## src/rtl/gpio_irq_pkg.sv

```systemverilog
package gpio_irq_pkg;
  localparam int NPORT  = 3;
  localparam int PIN_W  = 8;
  localparam int ADDR_W = 8;

  typedef enum logic [2:0] {
    K_MODE, K_POL, K_ACK, K_EN, K_DEB, K_STAT, K_DATA, K_DIR
  } reg_kind_e;

  function automatic logic [ADDR_W-1:0] reg_off(input int port, input reg_kind_e k);
    logic [ADDR_W-1:0] r;
    r = '0;
    case (port)
      0: case (k)
           K_MODE: r = 8'h90; K_POL: r = 8'h94; K_ACK: r = 8'h98; K_EN: r = 8'h9C;
           K_DEB:  r = 8'hA8; K_STAT: r = 8'hA0; K_DATA: r = 8'h00; default: r = 8'h10;
         endcase
      1: case (k)
           K_MODE: r = 8'hAC; K_POL: r = 8'hB0; K_ACK: r = 8'hB4; K_EN: r = 8'hB8;
           K_DEB:  r = 8'hC4; K_STAT: r = 8'hBC; K_DATA: r = 8'h04; default: r = 8'h14;
         endcase
      default: case (k)
           K_MODE: r = 8'h4C; K_POL: r = 8'h50; K_ACK: r = 8'h54; K_EN: r = 8'h58;
           K_DEB:  r = 8'h64; K_STAT: r = 8'h5C; K_DATA: r = 8'h30; default: r = 8'h34;
         endcase
    endcase
    return r;
  endfunction
endpackage

```

## src/rtl/gpio_in_qual.sv

```systemverilog
module gpio_in_qual #(
  parameter int W           = 8,
  parameter int SYNC_STAGES = 2,
  parameter int DEB_CYCLES  = 4
) (
  input  logic         clk,
  input  logic         rst,
  input  logic [W-1:0] pin_raw,
  input  logic [W-1:0] deb_en,
  output logic [W-1:0] sync_val,
  output logic [W-1:0] qual
);
  localparam int CW = $clog2(DEB_CYCLES + 1);

  logic [W-1:0] chain [SYNC_STAGES];

  always_ff @(posedge clk) begin
    if (rst) begin
      for (int k = 0; k < SYNC_STAGES; k++) chain[k] <= '0;
    end else begin
      chain[0] <= pin_raw;
      for (int k = 1; k < SYNC_STAGES; k++) chain[k] <= chain[k-1];
    end
  end

  assign sync_val = chain[SYNC_STAGES-1];

  for (genvar i = 0; i < W; i++) begin : g_pin
    logic [CW-1:0] cnt;
    logic          q;
    always_ff @(posedge clk) begin
      if (rst) begin
        q   <= 1'b0;
        cnt <= '0;
      end else if (!deb_en[i]) begin
        q   <= sync_val[i];
        cnt <= '0;
      end else if (sync_val[i] == q) begin
        cnt <= '0;
      end else if (cnt == CW'(DEB_CYCLES - 1)) begin
        q   <= sync_val[i];
        cnt <= '0;
      end else begin
        cnt <= cnt + 1'b1;
      end
    end
    assign qual[i] = q;
  end
endmodule

```

## src/rtl/gpio_port_unit.sv

```systemverilog
module gpio_port_unit
  import gpio_irq_pkg::*;
#(
  parameter int PORT_IDX    = 0,
  parameter int SYNC_STAGES = 2,
  parameter int DEB_CYCLES  = 4
) (
  input  logic              clk,
  input  logic              rst,
  input  logic [ADDR_W-1:0] bus_addr,
  input  logic              bus_wr,
  input  logic [PIN_W-1:0]  bus_wdata,
  input  logic [PIN_W-1:0]  pin_in,
  output logic [PIN_W-1:0]  pin_out,
  output logic [PIN_W-1:0]  pin_oe,
  output logic [PIN_W-1:0]  stat,
  output logic              rd_hit,
  output logic [PIN_W-1:0]  rd_val
);
  localparam logic [ADDR_W-1:0] A_MODE = reg_off(PORT_IDX, K_MODE);
  localparam logic [ADDR_W-1:0] A_POL  = reg_off(PORT_IDX, K_POL);
  localparam logic [ADDR_W-1:0] A_ACK  = reg_off(PORT_IDX, K_ACK);
  localparam logic [ADDR_W-1:0] A_EN   = reg_off(PORT_IDX, K_EN);
  localparam logic [ADDR_W-1:0] A_DEB  = reg_off(PORT_IDX, K_DEB);
  localparam logic [ADDR_W-1:0] A_STAT = reg_off(PORT_IDX, K_STAT);
  localparam logic [ADDR_W-1:0] A_DATA = reg_off(PORT_IDX, K_DATA);
  localparam logic [ADDR_W-1:0] A_DIR  = reg_off(PORT_IDX, K_DIR);

  logic [PIN_W-1:0] mode_r, pol_r, en_r, deb_r, data_r, dir_r;
  logic [PIN_W-1:0] edge_lat, qual_d;
  logic [PIN_W-1:0] sync_val, qual;
  logic [PIN_W-1:0] rise, fall, edge_want, ack_clr, level_act;

  gpio_in_qual #(.W(PIN_W), .SYNC_STAGES(SYNC_STAGES), .DEB_CYCLES(DEB_CYCLES)) u_qual (
    .clk(clk), .rst(rst), .pin_raw(pin_in), .deb_en(deb_r),
    .sync_val(sync_val), .qual(qual)
  );

  always_ff @(posedge clk) begin
    if (rst) begin
      mode_r <= '0; pol_r <= '0; en_r <= '0;
      deb_r  <= '0; data_r <= '0; dir_r <= '0;
    end else if (bus_wr) begin
      case (bus_addr)
        A_MODE: mode_r <= bus_wdata;
        A_POL:  pol_r  <= bus_wdata;
        A_EN:   en_r   <= bus_wdata;
        A_DEB:  deb_r  <= bus_wdata;
        A_DATA: data_r <= bus_wdata;
        A_DIR:  dir_r  <= bus_wdata;
        default: ;
      endcase
    end
  end

  always_comb begin
    rise      = qual & ~qual_d;
    fall      = ~qual & qual_d;
    edge_want = (pol_r & rise) | (~pol_r & fall);
    ack_clr   = (bus_wr && bus_addr == A_ACK) ? bus_wdata : '0;
    level_act = ~(qual ^ pol_r);
  end

  always_ff @(posedge clk) begin
    if (rst) begin
      qual_d   <= '0;
      edge_lat <= '0;
    end else begin
      qual_d   <= qual;
      edge_lat <= (edge_lat & ~ack_clr) | (edge_want & en_r & mode_r);
    end
  end

  assign stat    = en_r & ((mode_r & edge_lat) | (~mode_r & level_act));
  assign pin_out = data_r;
  assign pin_oe  = dir_r;

  always_comb begin
    rd_hit = 1'b1;
    rd_val = '0;
    case (bus_addr)
      A_MODE: rd_val = mode_r;
      A_POL:  rd_val = pol_r;
      A_EN:   rd_val = en_r;
      A_DEB:  rd_val = deb_r;
      A_STAT: rd_val = stat;
      A_DATA: rd_val = (dir_r & data_r) | (~dir_r & sync_val);
      A_DIR:  rd_val = dir_r;
      A_ACK:  rd_val = '0;
      default: rd_hit = 1'b0;
    endcase
  end
endmodule

```

## src/rtl/gpio_irq_ctrl.sv

```systemverilog
module gpio_irq_ctrl
  import gpio_irq_pkg::*;
#(
  parameter int SYNC_STAGES = 2,
  parameter int DEB_CYCLES  = 4
) (
  input  logic                    clk,
  input  logic                    rst,
  input  logic [ADDR_W-1:0]       bus_addr,
  input  logic                    bus_wr,
  input  logic [PIN_W-1:0]        bus_wdata,
  output logic [PIN_W-1:0]        bus_rdata,
  input  logic [NPORT*PIN_W-1:0]  pin_in,
  output logic [NPORT*PIN_W-1:0]  pin_out,
  output logic [NPORT*PIN_W-1:0]  pin_oe,
  output logic                    irq_shared,
  output logic [PIN_W-1:0]        irq_line
);
  localparam int SHARED_A = 0;
  localparam int SHARED_B = 1;
  localparam int LINE_P   = 2;

  logic [PIN_W-1:0] port_stat [NPORT];
  logic [PIN_W-1:0] port_rd   [NPORT];
  logic [NPORT-1:0] port_hit;
  logic [PIN_W-1:0] rd_mux;

  for (genvar p = 0; p < NPORT; p++) begin : g_port
    gpio_port_unit #(.PORT_IDX(p), .SYNC_STAGES(SYNC_STAGES), .DEB_CYCLES(DEB_CYCLES)) u_port (
      .clk(clk), .rst(rst),
      .bus_addr(bus_addr), .bus_wr(bus_wr), .bus_wdata(bus_wdata),
      .pin_in(pin_in[p*PIN_W +: PIN_W]),
      .pin_out(pin_out[p*PIN_W +: PIN_W]),
      .pin_oe(pin_oe[p*PIN_W +: PIN_W]),
      .stat(port_stat[p]),
      .rd_hit(port_hit[p]),
      .rd_val(port_rd[p])
    );
  end

  always_comb begin
    rd_mux = '0;
    for (int p = 0; p < NPORT; p++)
      if (port_hit[p]) rd_mux = rd_mux | port_rd[p];
  end

  always_ff @(posedge clk) begin
    if (rst) begin
      bus_rdata  <= '0;
      irq_shared <= 1'b0;
      irq_line   <= '0;
    end else begin
      bus_rdata  <= rd_mux;
      irq_shared <= |(port_stat[SHARED_A] | port_stat[SHARED_B]);
      irq_line   <= port_stat[LINE_P];
    end
  end
endmodule

```

## config.mk

```make
export PLATFORM = sky130hd
export DESIGN_NAME = gpio_irq_ctrl
export DESIGN_NICKNAME = d
export VERILOG_FILES = /design/src/rtl/gpio_irq_pkg.sv /design/src/rtl/gpio_in_qual.sv /design/src/rtl/gpio_port_unit.sv /design/src/rtl/gpio_irq_ctrl.sv
export SDC_FILE = /design/constraint.sdc
export NUM_CORES = 1
export LEC_CHECK = 0
export ABC_AREA = 1
export ABC_CLOCK_PERIOD_IN_PS = 1450
export BUFFER_PORTS_ARGS = -buffer_cell sky130_fd_sc_hd__clkbuf_2
export CAP_MARGIN = 20
export CORE_ASPECT_RATIO = 1.25
export CORE_UTILIZATION = 60
export CTS_CLUSTER_SIZE = 12
export DETAILED_ROUTE_END_ITERATION = 6
export PLACE_DENSITY_LB_ADDON = 0.1
export SLEW_MARGIN = 10
export SYNTH_ARGS = -nofsm -noshare
export SYNTH_HDL_FRONTEND = slang
export SYNTH_SLANG_ARGS = --single-unit
```

## constraint.sdc

```tcl
create_clock -name clk -period 1.45 [get_ports clk]
set_input_delay 0 -clock clk [delete_from_list [all_inputs] [get_ports clk]]
set_output_delay 0 -clock clk [all_outputs]
set_load 0.02 [all_outputs]
```

==> Word level (Yosys, flattened, before mapping) <==
Memories as Yosys holds them, arrays and structs flattened.
Cells that the tools add are included.
{ "totals": {"in_bits": 43, "mem_count": 3, "ramBits": 48, "reg_bits": 305} }
{ "memory_table": {"columns": ["name", "depth", "word_bits", "rd", "rd_clocked_by_memory_dff", "wr", "line_no", "source"], "rows": [
  ["g_port[0].u_port.u_qual.chain", 2, 8, 2, 0, 2, "gpio_in_qual.sv:15", "logic [W-1:0] chain [SYNC_STAGES];"],
  ["g_port[1].u_port.u_qual.chain", 2, 8, 2, 0, 2, "gpio_in_qual.sv:15", null],
  ["g_port[2].u_port.u_qual.chain", 2, 8, 2, 0, 2, "gpio_in_qual.sv:15", null]
]} }
{ "classes": {"n_reduce_logical": 74, "addsub": 24, "eq_ne": 119, "n_bitwise": 105, "n_mux": 93} }
{ "op_table": {"columns": ["cell", "n"], "rows": [
  ["$and 8x8->8", 36],
  ["$not 8->8", 21],
  ["$pmux 8 s7", 3],
  ["$or 8x8->8", 15],
  ["$eq 8x8->1 const B", 12],
  ["$mux 8", 12],
  ["$ne 2x2->1 const B", 48],
  ["$reduce_or 4->1", 24],
  ["$reduce_and 2->1", 42],
  ["$mux 1", 78],
  ["$add 3x1->3 const B", 24],
  ["$eq 3x2->1 const B", 24],
  ["$eq 8x7->1 const B", 6],
  ["$reduce_or 8->1", 4],
  ["$eq 1x1->1", 24],
  ["$not 1->1", 24],
  ["$xor 8x8->8", 3],
  ["$eq 8x5->1 const B", 2],
  ["$eq 8x6->1 const B", 2],
  ["$eq 8x3->1 const B", 1],
  ["$logic_not 8->1", 1],
  ["$or 1x1->1", 6],
  ["$logic_and 1x1->1", 3]
]} }

==> Logic depth before layout (Yosys ltp) <==
Gate-level depths: netlist of the first run.
{ "logic_depth": {"word_depth": 11, "mapped_depth": 10, "ltp_nobuf": 10} }

==> Hierarchy <==
Synthesis of the first run repeated with hierarchy kept, for this count alone.
{ "hier_totals": {"cells_unflattened": 2541, "area_unflattened_um2": 17197.7} }
{ "modules_own_cells": {"columns": ["mod", "cells_per_inst", "seq_area_each_um2", "instances", "area_per_inst_um2"], "rows": [
  ["gpio_in_qual", 260, 960.9, 3, 2042.0],
  ["gpio_port_unit at g_port[2].u_port", 562, 1281.2, 1, 3500.9],
  ["gpio_port_unit at g_port[1].u_port", 557, 1281.2, 1, 3459.6],
  ["gpio_port_unit at g_port[0].u_port", 541, 1281.2, 1, 3410.8],
  ["gpio_irq_ctrl", 101, 340.3, 1, 700.7]
]} }

==> Worst setup path after synthesis of the first run <==
No wires, ideal clock.
{ "synth_path": {"path_kind": "register -> register", "start": "register g_port[1].u_port.u_qual.g_pin[2].q", "end": "register irq_shared", "path_stages_with_launch": 7, "t_arrival_ns": 1.092, "path_slack_ns": 0.231, "required_time_ns": 1.322, "synth_period_minus_slack_ns": 1.219, "path_cell_list": "dfxtp_1 nor2_1 o21ai_0 nand4_1 or2_2 nor2_1 nor2_1"} }
{ "synth_between": {"elab_chain_cells": 7} }
{ "synth_rtl": {"columns": ["item", "line_no", "source"], "rows": [
  ["start, declared", "gpio_in_qual.sv:30", "logic q;"],
  ["start signal, assigned", "gpio_in_qual.sv:36", "q <= sync_val[i];"],
  ["start signal, assigned", "gpio_in_qual.sv:41", "q <= sync_val[i];"],
  ["$xor 8x8->8", "gpio_port_unit.sv:61", "level_act = ~(qual ^ pol_r);"],
  ["$not 8->8", "gpio_port_unit.sv:61", null],
  ["$and 8x8->8", "gpio_port_unit.sv:74", "assign stat = en_r & ((mode_r & edge_lat) | (~mode_r & level_act));"],
  ["$or 8x8->8", "gpio_port_unit.sv:74", null],
  ["$and 8x8->8", "gpio_port_unit.sv:74", null],
  ["$or 8x8->8", "gpio_irq_ctrl.sv:54", "irq_shared <= |(port_stat[SHARED_A] | port_stat[SHARED_B]);"],
  ["$reduce_or 8->1", "gpio_irq_ctrl.sv:54", null],
  ["end signal, assigned", "gpio_irq_ctrl.sv:54", null],
  ["end, declared", "gpio_irq_ctrl.sv:16", "output logic irq_shared,"]
]} }
No other way between the ends.
A chain may end at the register's enable or synchronous reset.

==> Final worst setup path of the first run <==
{ "layout_path": {"start": "register g_port[0].u_port.mode_r[2]", "end": "register bus_rdata[2]"} }
{ "layout_between": {"elab_chain_cells": 10, "elab_cells_between_ends": 11, "cone_classes": "mux: 4; bitwise: 7"} }
{ "layout_rtl": {"columns": ["item", "line_no", "source"], "rows": [
  ["start, declared", "gpio_port_unit.sv:29", "logic [PIN_W-1:0] mode_r, pol_r, en_r, deb_r, data_r, dir_r;"],
  ["start signal, assigned", "gpio_port_unit.sv:45", "A_MODE: mode_r <= bus_wdata;"],
  ["$not 8->8", "gpio_port_unit.sv:74", null],
  ["$and 8x8->8", "gpio_port_unit.sv:74", null],
  ["$or 8x8->8", "gpio_port_unit.sv:74", null],
  ["$and 8x8->8", "gpio_port_unit.sv:74", null],
  ["$pmux 8 s7 (*)", "gpio_port_unit.sv:81", "case (bus_addr)"],
  ["$mux 8 (*)", "gpio_irq_ctrl.sv:44", "if (port_hit[p]) rd_mux = rd_mux | port_rd[p];"],
  ["$or 8x8->8", "gpio_irq_ctrl.sv:44", null],
  ["$mux 8 (*)", "gpio_irq_ctrl.sv:44", null],
  ["$or 8x8->8", "gpio_irq_ctrl.sv:44", null],
  ["$mux 8 (*)", "gpio_irq_ctrl.sv:44", null],
  ["end signal, assigned", "gpio_irq_ctrl.sv:53", "bus_rdata <= rd_mux;"],
  ["end, declared", "gpio_irq_ctrl.sv:12", "output logic [PIN_W-1:0] bus_rdata,"]
]} }
Mark *: on every way between the ends. The rest lies on a longest branch, timed or not.

==> impl_metrics.tcl, run 1 <==
set metrics [dict create \
    status "finished, final reports clean" \
    avgSynthCellArea_um2 7.46 \
    finalPower_mw 19.8 \
    synth_mux_area_share_pct 0 \
    wl_per_cell_um 17.1 \
    clkSinkCount 353 \
    layout_commonest_cell "dfxtp_1" \
    fmax_ghz 0.729 \
    die_x_um 143 \
    yosysWarnings 0 \
    slew_viol_final 0 \
    rows 64 \
    post_synth_instance_area_um2 15000 \
    first_iter_violations 1203 \
    antenna_cells 0 \
    power_frac_seq_pct 49.9 \
    multi_input_area_um2 6520 \
    r2r-end "bus_rdata[2]$_SDFF_PP0_" \
    grt_max_degree 123 \
    ctsRootBufferMaster "clkbuf_16" \
    yosys.cell_types.count 27 \
    syn_nets 2098 \
    path_class "reg2reg" \
    power.density_nw_per_um2 1090 \
    port_buffers 107 \
    critPathRequiredTime_ns 1.84 \
    p_leak_nw 7.93 \
    r2r-start "g_port[0].u_port.mode_r[2]$_SDFFE_PP0P_" \
    final_cell_mix "dfxtp_1 (337), nor2_1 (296), nand2_1 (278)" \
    synth-seq-cells 353 \
    power_frac_comb_pct 4.8 \
    cts_inserted_buffers 37 \
    synth-xor-area-share_pct 0.643 \
    fin_setup_tns_ns 0 \
    postLayoutCoreUtil_pct 73.9 \
    cts_buffer_depth 3 \
    gp_congestion 1.01 \
    cap_violations 0 \
    viasPerCell 5.56 \
    core_um2 24500 \
    setup_viol_count_final 0 \
    cts_tree "yes" \
    power.switching_mw 4.41 \
    insertion_delay_ns 0.53 \
    clock_skew_ns 0.0160 \
    seq_area_um2 7090 \
    detailed_place_hpwl_um 30900 \
    synth_adder_area_share_pct 4.01 \
    ff2ff_path_depth 9 \
    initial_core_util_pct 61.1 \
    antenna_found_initial 0 \
    worst-r2r-setup-slack_ns 0.08 \
    crit_arrival_ns 1.76 \
    clkTransAtPathRegs_ns 0.06 \
    worst_slew_pin_slew_ns 0.711 \
    drc 0 \
    ant_nets 0 \
    startpoint_type "flip-flop" \
    critPathLaunch "g_port[0].u_port.mode_r[2]$_SDFFE_PP0P_" \
    routed_wl_um 44100 \
    synthCells 2007 \
    internal-power_mw 15.4 \
    grt_overflow 0 \
    io_pins 108 \
    fillers 1954 \
    rsz0062_at_grt "true" \
    h-tree-depth 2 \
    drive_gt1_share_pct 16.0 \
    vias 14300 \
    nets 2315 \
    dieArea_um2 25600 \
    period_share_pct 94.6 \
    synth_compound_area_share_pct 16.2 \
    clkPwrFrac_pct 45.3 \
    hp-class "in2reg" \
    ys_seq_area_share_pct 47.2 \
    crit_path_end "bus_rdata[2]$_SDFF_PP0_" \
    hold_viol 0 \
    min_period_ns 1.37 \
    first_pass_iters 6 \
    die_y_um 179 \
    timing.slew.headroom_pct 52.6 \
    area_growth_pct 20.9 \
    vdd_drop_max_mv 0.998 \
    worstSetupEndpointType "flip-flop" \
    synthSimpleGateAreaFrac_pct 22.2 \
    p_sw_share_pct 22.3 \
    grt_pass1_vias 13300 \
    grt_pass1_wl_um 67800 \
    synth_top_family_by_area "simple AND/OR/NAND/NOR gates" \
    worstPathMaxFanout 3 \
    grt_use_total_pct 34.5 \
]
-- metrics by stage --
stage / area, um^2 / worst slack, ns / hold slack [ns] / cells
3_3_place_gp: 16500 / -0.0763 / 0.192 / 2475
5_1_grt: 18100 / -0.0301 / 0.128 / 2570
6_report: 18100 / 0.0780 / 0.0912 / 2570
2_1_floorplan: 15000 / 0.231 / 0.107 / 2007
3_5_place_dp: 16500 / -0.136 / 0.196 / 2475
4_1_cts: 18000 / 0.0351 / 0.0629 / 2564
-- power groups by stage --
stage | logic [mW] | registers (mW) | clock network [mW]
floorplan | 0.461 | 10.1 | 0
global placement | 0.825 | 10.1 | 0
detailed placement | 0.840 | 10.1 | 0
CTS | 0.916 | 9.87 | 9.01
global route | 1.01 | 9.88 | 9.43
finish | 0.945 | 9.87 | 8.95
-- routing by layer --
layer	vias to the layer above	GRT usage, %	share of wire, %
li1	6907	-	-
met3	166	5.48	7.2
met1	6573	41.9	40
met5	-	0	0
met2	634	58.5	47
met4	0	18.2	5.3
-- synthesized netlist by cell type --
master	count	area share [%]
or2_2	1	0.042
buf_4	8	0.40
o21ai_0	223	7.5
nand3_2	5	0.33
a21oi_1	212	7.1
ha_1	48	4.0
inv_1	274	6.9
o21a_1	4	0.20
nand2_2	7	0.29
nand3_1	124	4.1
nand4_1	19	0.79
dfxtp_1	353	47
o211ai_1	4	0.20
clkinv_2	2	0.067
buf_6	9	0.68
o2111ai_1	20	1.2
inv_2	5	0.13
nand3_4	1	0.12
nand2_4	3	0.23
clkbuf_1	49	1.2
o21ai_1	4	0.13
buf_2	12	0.40
nor2_1	298	7.5
nand2_1	287	7.2
nor2_2	7	0.29
nor2_4	17	1.3
xor2_1	11	0.64
-- final cells by class --
cell class	count	share of cell area [%]
Sequential cell	353	39.1
Multi-Input combinational cell	1295	36.0
Timing Repair Buffer	256	10.6
Inverter	281	5.85
Clock buffer	51	5.84
Tap cell	330	2.28
Clock inverter	4	0.304
-- how the worst min path moves through the flow --
stage,start,to,depth (start not counted)
floorplan,pin_in[0],g_port[0].u_port.u_qual.chain[0][0]$_SDFF_PP0_,2
global placement,pin_in[22],g_port[2].u_port.u_qual.chain[0][6]$_SDFF_PP0_,3
detailed placement,pin_in[19],g_port[2].u_port.u_qual.chain[0][3]$_SDFF_PP0_,3
CTS,bus_addr[7],g_port[2].u_port.pol_r[5]$_SDFFE_PP0P_,6
global route,bus_addr[7],g_port[2].u_port.pol_r[5]$_SDFFE_PP0P_,6
finish,bus_addr[7],g_port[2].u_port.pol_r[5]$_SDFFE_PP0P_,6
-- cell families (layout without fill, tap and decap cells) --
group	after synthesis	after routing
and+or+nand+nor	769	769
AOI/OAI and AO/OA	467	467
buffers and inverters	359	592
DFF	353	353
adders and majority gates	48	48
xor gates and xnor gates	11	11
-- state kept, by name, indices dropped and copies added, names as in the netlist --
register                        count
g_port.u_port.pin_out              24
irq_shared                          1
g_port.u_port.u_qual.g_pin.q       24
g_port.u_port.u_qual.g_pin.cnt     72
g_port.u_port.deb_r                24
g_port.u_port.mode_r               24
g_port.u_port.pin_oe               24
irq_line                            8
g_port.u_port.qual_d               24
g_port.u_port.u_qual.chain         48
bus_rdata                           8
g_port.u_port.pol_r                24
g_port.u_port.edge_lat             24
g_port.u_port.en_r                 24
-- what timing repair did --
item	in CTS	in global routing
setup buffers	0	6
resized for setup	6	39
hold buffers	34	0
hold endpoints to repair	81	0
pin swaps	0	5
endpoints found under the setup margin	4	10
-- worst max-delay path, cell delays in order (launching register included) --
cell,delay [ns]
dfxtp_1,0.36
inv_1,0.09
nor2_1,0.09
nor2_1,0.05
nand2_2,0.09
nor2_1,0.07
a21oi_2,0.20
nand3_1,0.12
nor2_2,0.12
nor2_1,0.05
No activity file was read; power rests on OpenSTA's default activity.
==> run 2, diff against run 1 <==
--- a/config.mk
+++ b/config.mk
@@ -6,7 +6,7 @@
 export NUM_CORES = 1
 export LEC_CHECK = 0
 export ABC_AREA = 1
-export ABC_CLOCK_PERIOD_IN_PS = 1450
+export ABC_CLOCK_PERIOD_IN_PS = 1700
 export BUFFER_PORTS_ARGS = -buffer_cell sky130_fd_sc_hd__clkbuf_2
 export CAP_MARGIN = 20
 export CORE_ASPECT_RATIO = 1.25
==> constraint.sdc (replaced) <==
create_clock -name clk -period 1.7 [get_ports clk]
set_input_delay 0 -clock clk [delete_from_list [all_inputs] [get_ports clk]]
set_output_delay 0 -clock clk [all_outputs]
set_load 0.02 [all_outputs]
==> impl_metrics.tcl, run 2 (same netlist as run 1, synthesis figures left out) <==
set metrics [dict create \
    status "finished, final reports clean" \
    hold_viol 0 \
    clkSinkCount 353 \
    antenna_cells 0 \
    area_growth_pct 16.3 \
    wl_per_cell_um 17.5 \
    grt_use_total_pct 35.1 \
    min_period_ns 1.54 \
    routed_wl_um 43900 \
    path_common_cell "nor2_1" \
    period_share_pct 90.5 \
    h-tree-depth 2 \
    worstPathMaxFanout 4 \
    die_y_um 179 \
    io_pins 108 \
    critPathLaunch "g_port[0].u_port.u_qual.g_pin[1].q$_SDFFE_PP0P_" \
    power.density_nw_per_um2 975 \
    fmax_ghz 0.650 \
    cp_num_buf_inv 1 \
    startpoint_type "flip-flop" \
    r2r-start "g_port[0].u_port.u_qual.g_pin[1].q$_SDFFE_PP0P_" \
    gp_congestion 1.01 \
    instances_no_fill 2502 \
    min_from "bus_addr[0]" \
    viasPerCell 5.51 \
    vdd_drop_max_mv 0.972 \
    drc 0 \
    clkTransAtPathRegs_ns 0.06 \
    cp_slowest_stage_delay_ns 0.45 \
    clock_skew_ns 0.0213 \
    grt_pass1_wl_um 68800 \
    cts_buffer_depth 3 \
    crit_path_top_delay_cell "dfxtp_1" \
    crit_arrival_ns 1.91 \
    ctsRootBufferMaster "clkbuf_16" \
    vias 13800 \
    layout_commonest_cell "dfxtp_1" \
    fin_setup_tns_ns 0 \
    path_depth 9 \
    dp_cells 2413 \
    worst_slew_pin_slew_ns 0.698 \
    first_iter_violations 1134 \
    final_cell_mix "dfxtp_1 (353), nor2_1 (298), nand2_1 (287)" \
    critPathRequiredTime_ns 2.08 \
    port_buffers 107 \
    cp_cell_sequence "inv_1 > nand2_1 > nand3_1 > nand2_1 > nor2_1 > a21oi_1 > nand3_1 > nor2_1 > nor2_1" \
    worstSetupEndpointType "flip-flop" \
    dieArea_um2 25600 \
    rsz0062_at_grt "false" \
    postCtsSetupRepairBufs 0 \
    ant_nets 0 \
    detailed_place_hpwl_um 31000 \
    rows 64 \
    initial_core_util_pct 61.1 \
    core_um2 24500 \
    insertion_delay_ns 0.53 \
    cap_violations 0 \
    timing.slew.headroom_pct 53.4 \
    path_class "reg2reg" \
    ff2ff_path_depth 9 \
    top_regs "g_port.u_port.u_qual.g_pin.cnt: 72 flops, g_port.u_port.u_qual.chain: 48 flops" \
    slew_viol_final 0 \
    drive_gt1_share_pct 11.6 \
    cts_tree "yes" \
    grt_max_degree 123 \
    max_flop_register "g_port.u_port.u_qual.g_pin.cnt" \
    grt_overflow 0 \
    antenna_found_initial 0 \
    largest_register_ffs 72 \
    grt_pass1_vias 13200 \
    die_x_um 143 \
    crit_family "simple AND/OR/NAND/NOR gates" \
    whs_path_depth 6 \
    hp-class "in2reg" \
    setup_viol_count_final 0 \
    first_pass_iters 6 \
    p_leak_nw 7.57 \
    cts_inserted_buffers 37 \
    nets 2246 \
]
## run 2: area by class of cell
type,instances,area (um^2)
Clock buffer,51,1070
Sequential cell,353,7070
Tap cell,330,413
Fill cell,2016,7080
Clock inverter,5,78.8
Timing Repair Buffer,187,1280
Multi-Input combinational cell,1295,6450
Inverter,281,1060
## run 2: path summary, 6_finish.rpt
path | end | slack [ns]
max | bus_rdata[1]$_SDFF_PP0_ | 0.16
min | g_port[2].u_port.pol_r[5]$_SDFFE_PP0P_ | 0.07
max reg2reg | bus_rdata[1]$_SDFF_PP0_ | 0.16
min reg2reg | g_port[1].u_port.u_qual.chain[0][15]$_SDFF_PP0_ | 0.39
## run 2: per-stage QoR
step	utilization (%)	setup slack, ns	hold WS, ns	power [mW]	instance area [um^2]
2_1_floorplan	-	0.481	0.107	8.98	15000
3_3_place_gp	65.1	0.0511	0.192	9.26	15900
3_5_place_dp	65.1	0.0300	0.196	9.27	15900
4_1_cts	71.1	0.118	0.0586	17.0	17400
5_1_grt	71.1	0.0565	0.121	17.4	17400
6_report	71.1	0.162	0.0750	17.0	17400
## run 2: power breakdown
part	internal, mW	switching (mW)
logic	0.243	0.506
clock network	4.66	3.15
registers	8.36	0.0618
total	13.3	3.72
## run 2: metal layers
layer  vias to the layer above  global-route usage [%]  wire length [um]
met5                         -                       0                 0
li1                       6770                       -                 -
met4                         0                    20.3              2670
met3                       149                    4.62              3080
met2                       556                    59.5             20700
met1                      6320                    42.8             17500
## run 2: tightest hold or removal path, stage by stage
cell and delay (ns):
clkbuf_2 0.11, nor2_4 0.05, nand2_4 0.14, nor2_4 0.09, nand3_1 0.07, a21oi_1 0.06
## run 2: timing repair
item                       in CTS  in global routing
resized for setup               0                  1
setup endpoints to repair       0                  1
hold endpoints to repair       57                  0
hold buffers                   33                  0
==> run 3, diff against run 2 <==
--- a/config.mk
+++ b/config.mk
@@ -5,7 +5,6 @@
 export SDC_FILE = /design/constraint.sdc
 export NUM_CORES = 1
 export LEC_CHECK = 0
-export ABC_AREA = 1
 export ABC_CLOCK_PERIOD_IN_PS = 1700
 export BUFFER_PORTS_ARGS = -buffer_cell sky130_fd_sc_hd__clkbuf_2
 export CAP_MARGIN = 20
==> impl_metrics.tcl, run 3 <==
set metrics [dict create \
    status "finished, final reports clean" \
    synthCells 1678 \
    slew_viol_final 0 \
    startpoint_type "flip-flop" \
    synth_async_sr_flop_share_pct 0 \
    dieArea_um2 26000 \
    first_pass_iters 6 \
    ys_top_cells_by_count "dfxtp_1 (353), nor2_1 (271), mux2i_1 (157), nand2_1 (156), nor2b_1 (78)" \
    wl_per_cell_um 22.5 \
    clkPwrFrac_pct 43.4 \
    yosysWarnings 0 \
    grt_use_total_pct 40.2 \
    p_sw_share_pct 22.5 \
    worstPathMaxFanout 5 \
    synth_adder_area_share_pct 3.94 \
    vias 13700 \
    die_x_um 145 \
    timing.slew.headroom_pct 49.9 \
    dp_cells 2218 \
    power_frac_seq_pct 50.6 \
    finalPower_mw 16.6 \
    setup_viol_count_final 0 \
    synth_compound_area_share_pct 9.45 \
    synth_edf_count 0 \
    top_regs "g_port.u_port.u_qual.g_pin.cnt: 72 flops, g_port.u_port.u_qual.chain: 48 flops" \
    synth-seq-cells 353 \
    yosys.cell_types.count 66 \
    ant_nets 0 \
    synth_top_cell_area_share_pct 46.4 \
    synthSimpleGateAreaFrac_pct 22.0 \
    viasPerCell 5.99 \
    yosys_most_used_dff "dfxtp_1" \
    io_pins 108 \
    hold_viol 0 \
    largest_register_ffs 72 \
    path_class "reg2reg" \
    synth_area_leader_cell "dfxtp_1" \
    clkTransAtPathRegs_ns 0.06 \
    nets 2042 \
    clock_skew_ns 0.00970 \
    dp_slack_ns -0.386 \
    avgSynthCellArea_um2 9.08 \
    die_y_um 180 \
    period_share_pct 96.7 \
    power.switching_mw 3.74 \
    grt_max_degree 46 \
    cts_buffer_depth 3 \
    initial_core_util_pct 61.6 \
    grt_pass1_wl_um 77700 \
    antenna_found_initial 0 \
    routed_wl_um 51600 \
    postCtsSetupRepairBufs 0 \
    worstSetupEndpointType "flip-flop" \
    power.density_nw_per_um2 886 \
    min_period_ns 1.64 \
    p_leak_nw 8.12 \
    h-tree-depth 2 \
    insertion_delay_ns 0.51 \
    crit_arrival_ns 1.99 \
    clkSinkCount 353 \
    hold-worst-slack_ns 0.132 \
    instances_no_fill 2290 \
    antenna_cells 0 \
    drive_gt1_share_pct 19.9 \
    syn_nets 1769 \
    ys_seq_area_share_pct 46.4 \
    cts_tree "yes" \
    fmax_ghz 0.609 \
    layout_commonest_cell "dfxtp_1" \
    synth.most_common_cell "dfxtp_1" \
    grt_pass1_vias 13600 \
    synth-xor-area-share_pct 2.70 \
    postLayoutCoreUtil_pct 75.9 \
    max_flop_register "g_port.u_port.u_qual.g_pin.cnt" \
    internal-power_mw 12.9 \
    cts_inserted_buffers 36 \
    cap_violations 0 \
    vdd_drop_max_mv 0.955 \
    detailed_place_hpwl_um 37400 \
    grt_overflow 0 \
    power_frac_comb_pct 6.0 \
    hp-class "in2reg" \
    first_iter_violations 1149 \
    fin_ws_ns 0.0568 \
    post_synth_instance_area_um2 15200 \
    synthTopCellsByArea "dfxtp_1 (46%), mux2i_1 (10%), nor2_1 (6.7%), ha_1 (3.9%), nand2_1 (3.8%)" \
    port_buffers 107 \
    critPathRequiredTime_ns 2.05 \
    ctsRootBufferMaster "clkbuf_16" \
    synth_top_family_by_area "simple AND/OR/NAND/NOR gates" \
    rows 64 \
    synth_mux_area_share_pct 11.2 \
    drc 0 \
    worst_slew_pin_slew_ns 0.751 \
    gp_congestion 1.04 \
    core_um2 24700 \
    area_growth_pct 23.2 \
    final_cell_mix "dfxtp_1 (351), nor2_1 (271), buf_4 (181)" \
]
[run 3: metrics by stage]
stage | setup TNS [ns] | cell area [um^2]
3_5_place_dp | -1.71 | 17500
6_report | 0 | 18800
5_1_grt | -0.00559 | 18800
4_1_cts | 0 | 18700
3_3_place_gp | -1.14 | 17500
2_1_floorplan | 0 | 15200
[run 3: worst max-delay path, cell delays in order (launching register included)]
cell	delay [ns]
dfxtp_1	0.36
buf_4	0.16
mux2_2	0.28
a32o_1	0.21
a32oi_1	0.24
a41oi_2	0.23
[run 3: cell families after synthesis]
family	count (synthesis)
buf+inv	157
fa+ha+maj	48
simple gates	689
flops	353
xor+xnor	47
mux	169
compound gates	215
[run 3: area by class of cell]
| cell class | count | area [um^2] |
|---|---|---|
| clock buffer | 44 | 972 |
| tap | 330 | 413 |
| multi-input combinational | 1168 | 7580 |
| timing repair buffer | 328 | 2450 |
| clock inverter | 3 | 40.0 |
| inverter | 64 | 240 |
| sequential | 353 | 7070 |
| fill | 1810 | 5970 |
[run 3: routing by layer]
layer	track usage (%)	vias to the layer above	part of all wire, %
met5	0	-	0
li1	-	6265	-
met4	27.0	0	7.5
met1	48.1	6528	38
met2	64.4	697	46
met3	8.05	216	8.5
[run 3: timing repair]
action / 4_1_cts / 5_1_grt
hold buffers: 25 / 0
endpoints found under the hold margin: 57 / 0
gates resized for setup: 4 / 9
setup endpoints to repair: 3 / 6
[run 3: path summary, 6_finish.rpt]
path	from	endpoint	slack, ns	depth (start not counted)
setup / recovery	g_port[1].u_port.mode_r[7]$_SDFFE_PP0P_	bus_rdata[7]$_SDFF_PP0_	0.06	5
hold / removal	bus_wdata[0]	g_port[0].u_port.en_r[0]$_SDFFE_PP0P_	0.13	3
setup reg to reg	g_port[1].u_port.mode_r[7]$_SDFFE_PP0P_	bus_rdata[7]$_SDFF_PP0_	0.06	5
hold reg to reg	g_port[2].u_port.u_qual.g_pin[2].cnt[0]$_SDFF_PP0_	g_port[2].u_port.u_qual.g_pin[2].cnt[0]$_SDFF_PP0_	0.42	1
[run 3: power by group through the flow]
stage               logic [mW]  clock network, mW  registers (mW)
global placement         0.900                  0            8.60
finish                   0.994               7.21            8.42
floorplan                0.445                  0            8.59
global route              1.04               7.59            8.42
detailed placement       0.908                  0            8.60
CTS                      0.961               7.26            8.42
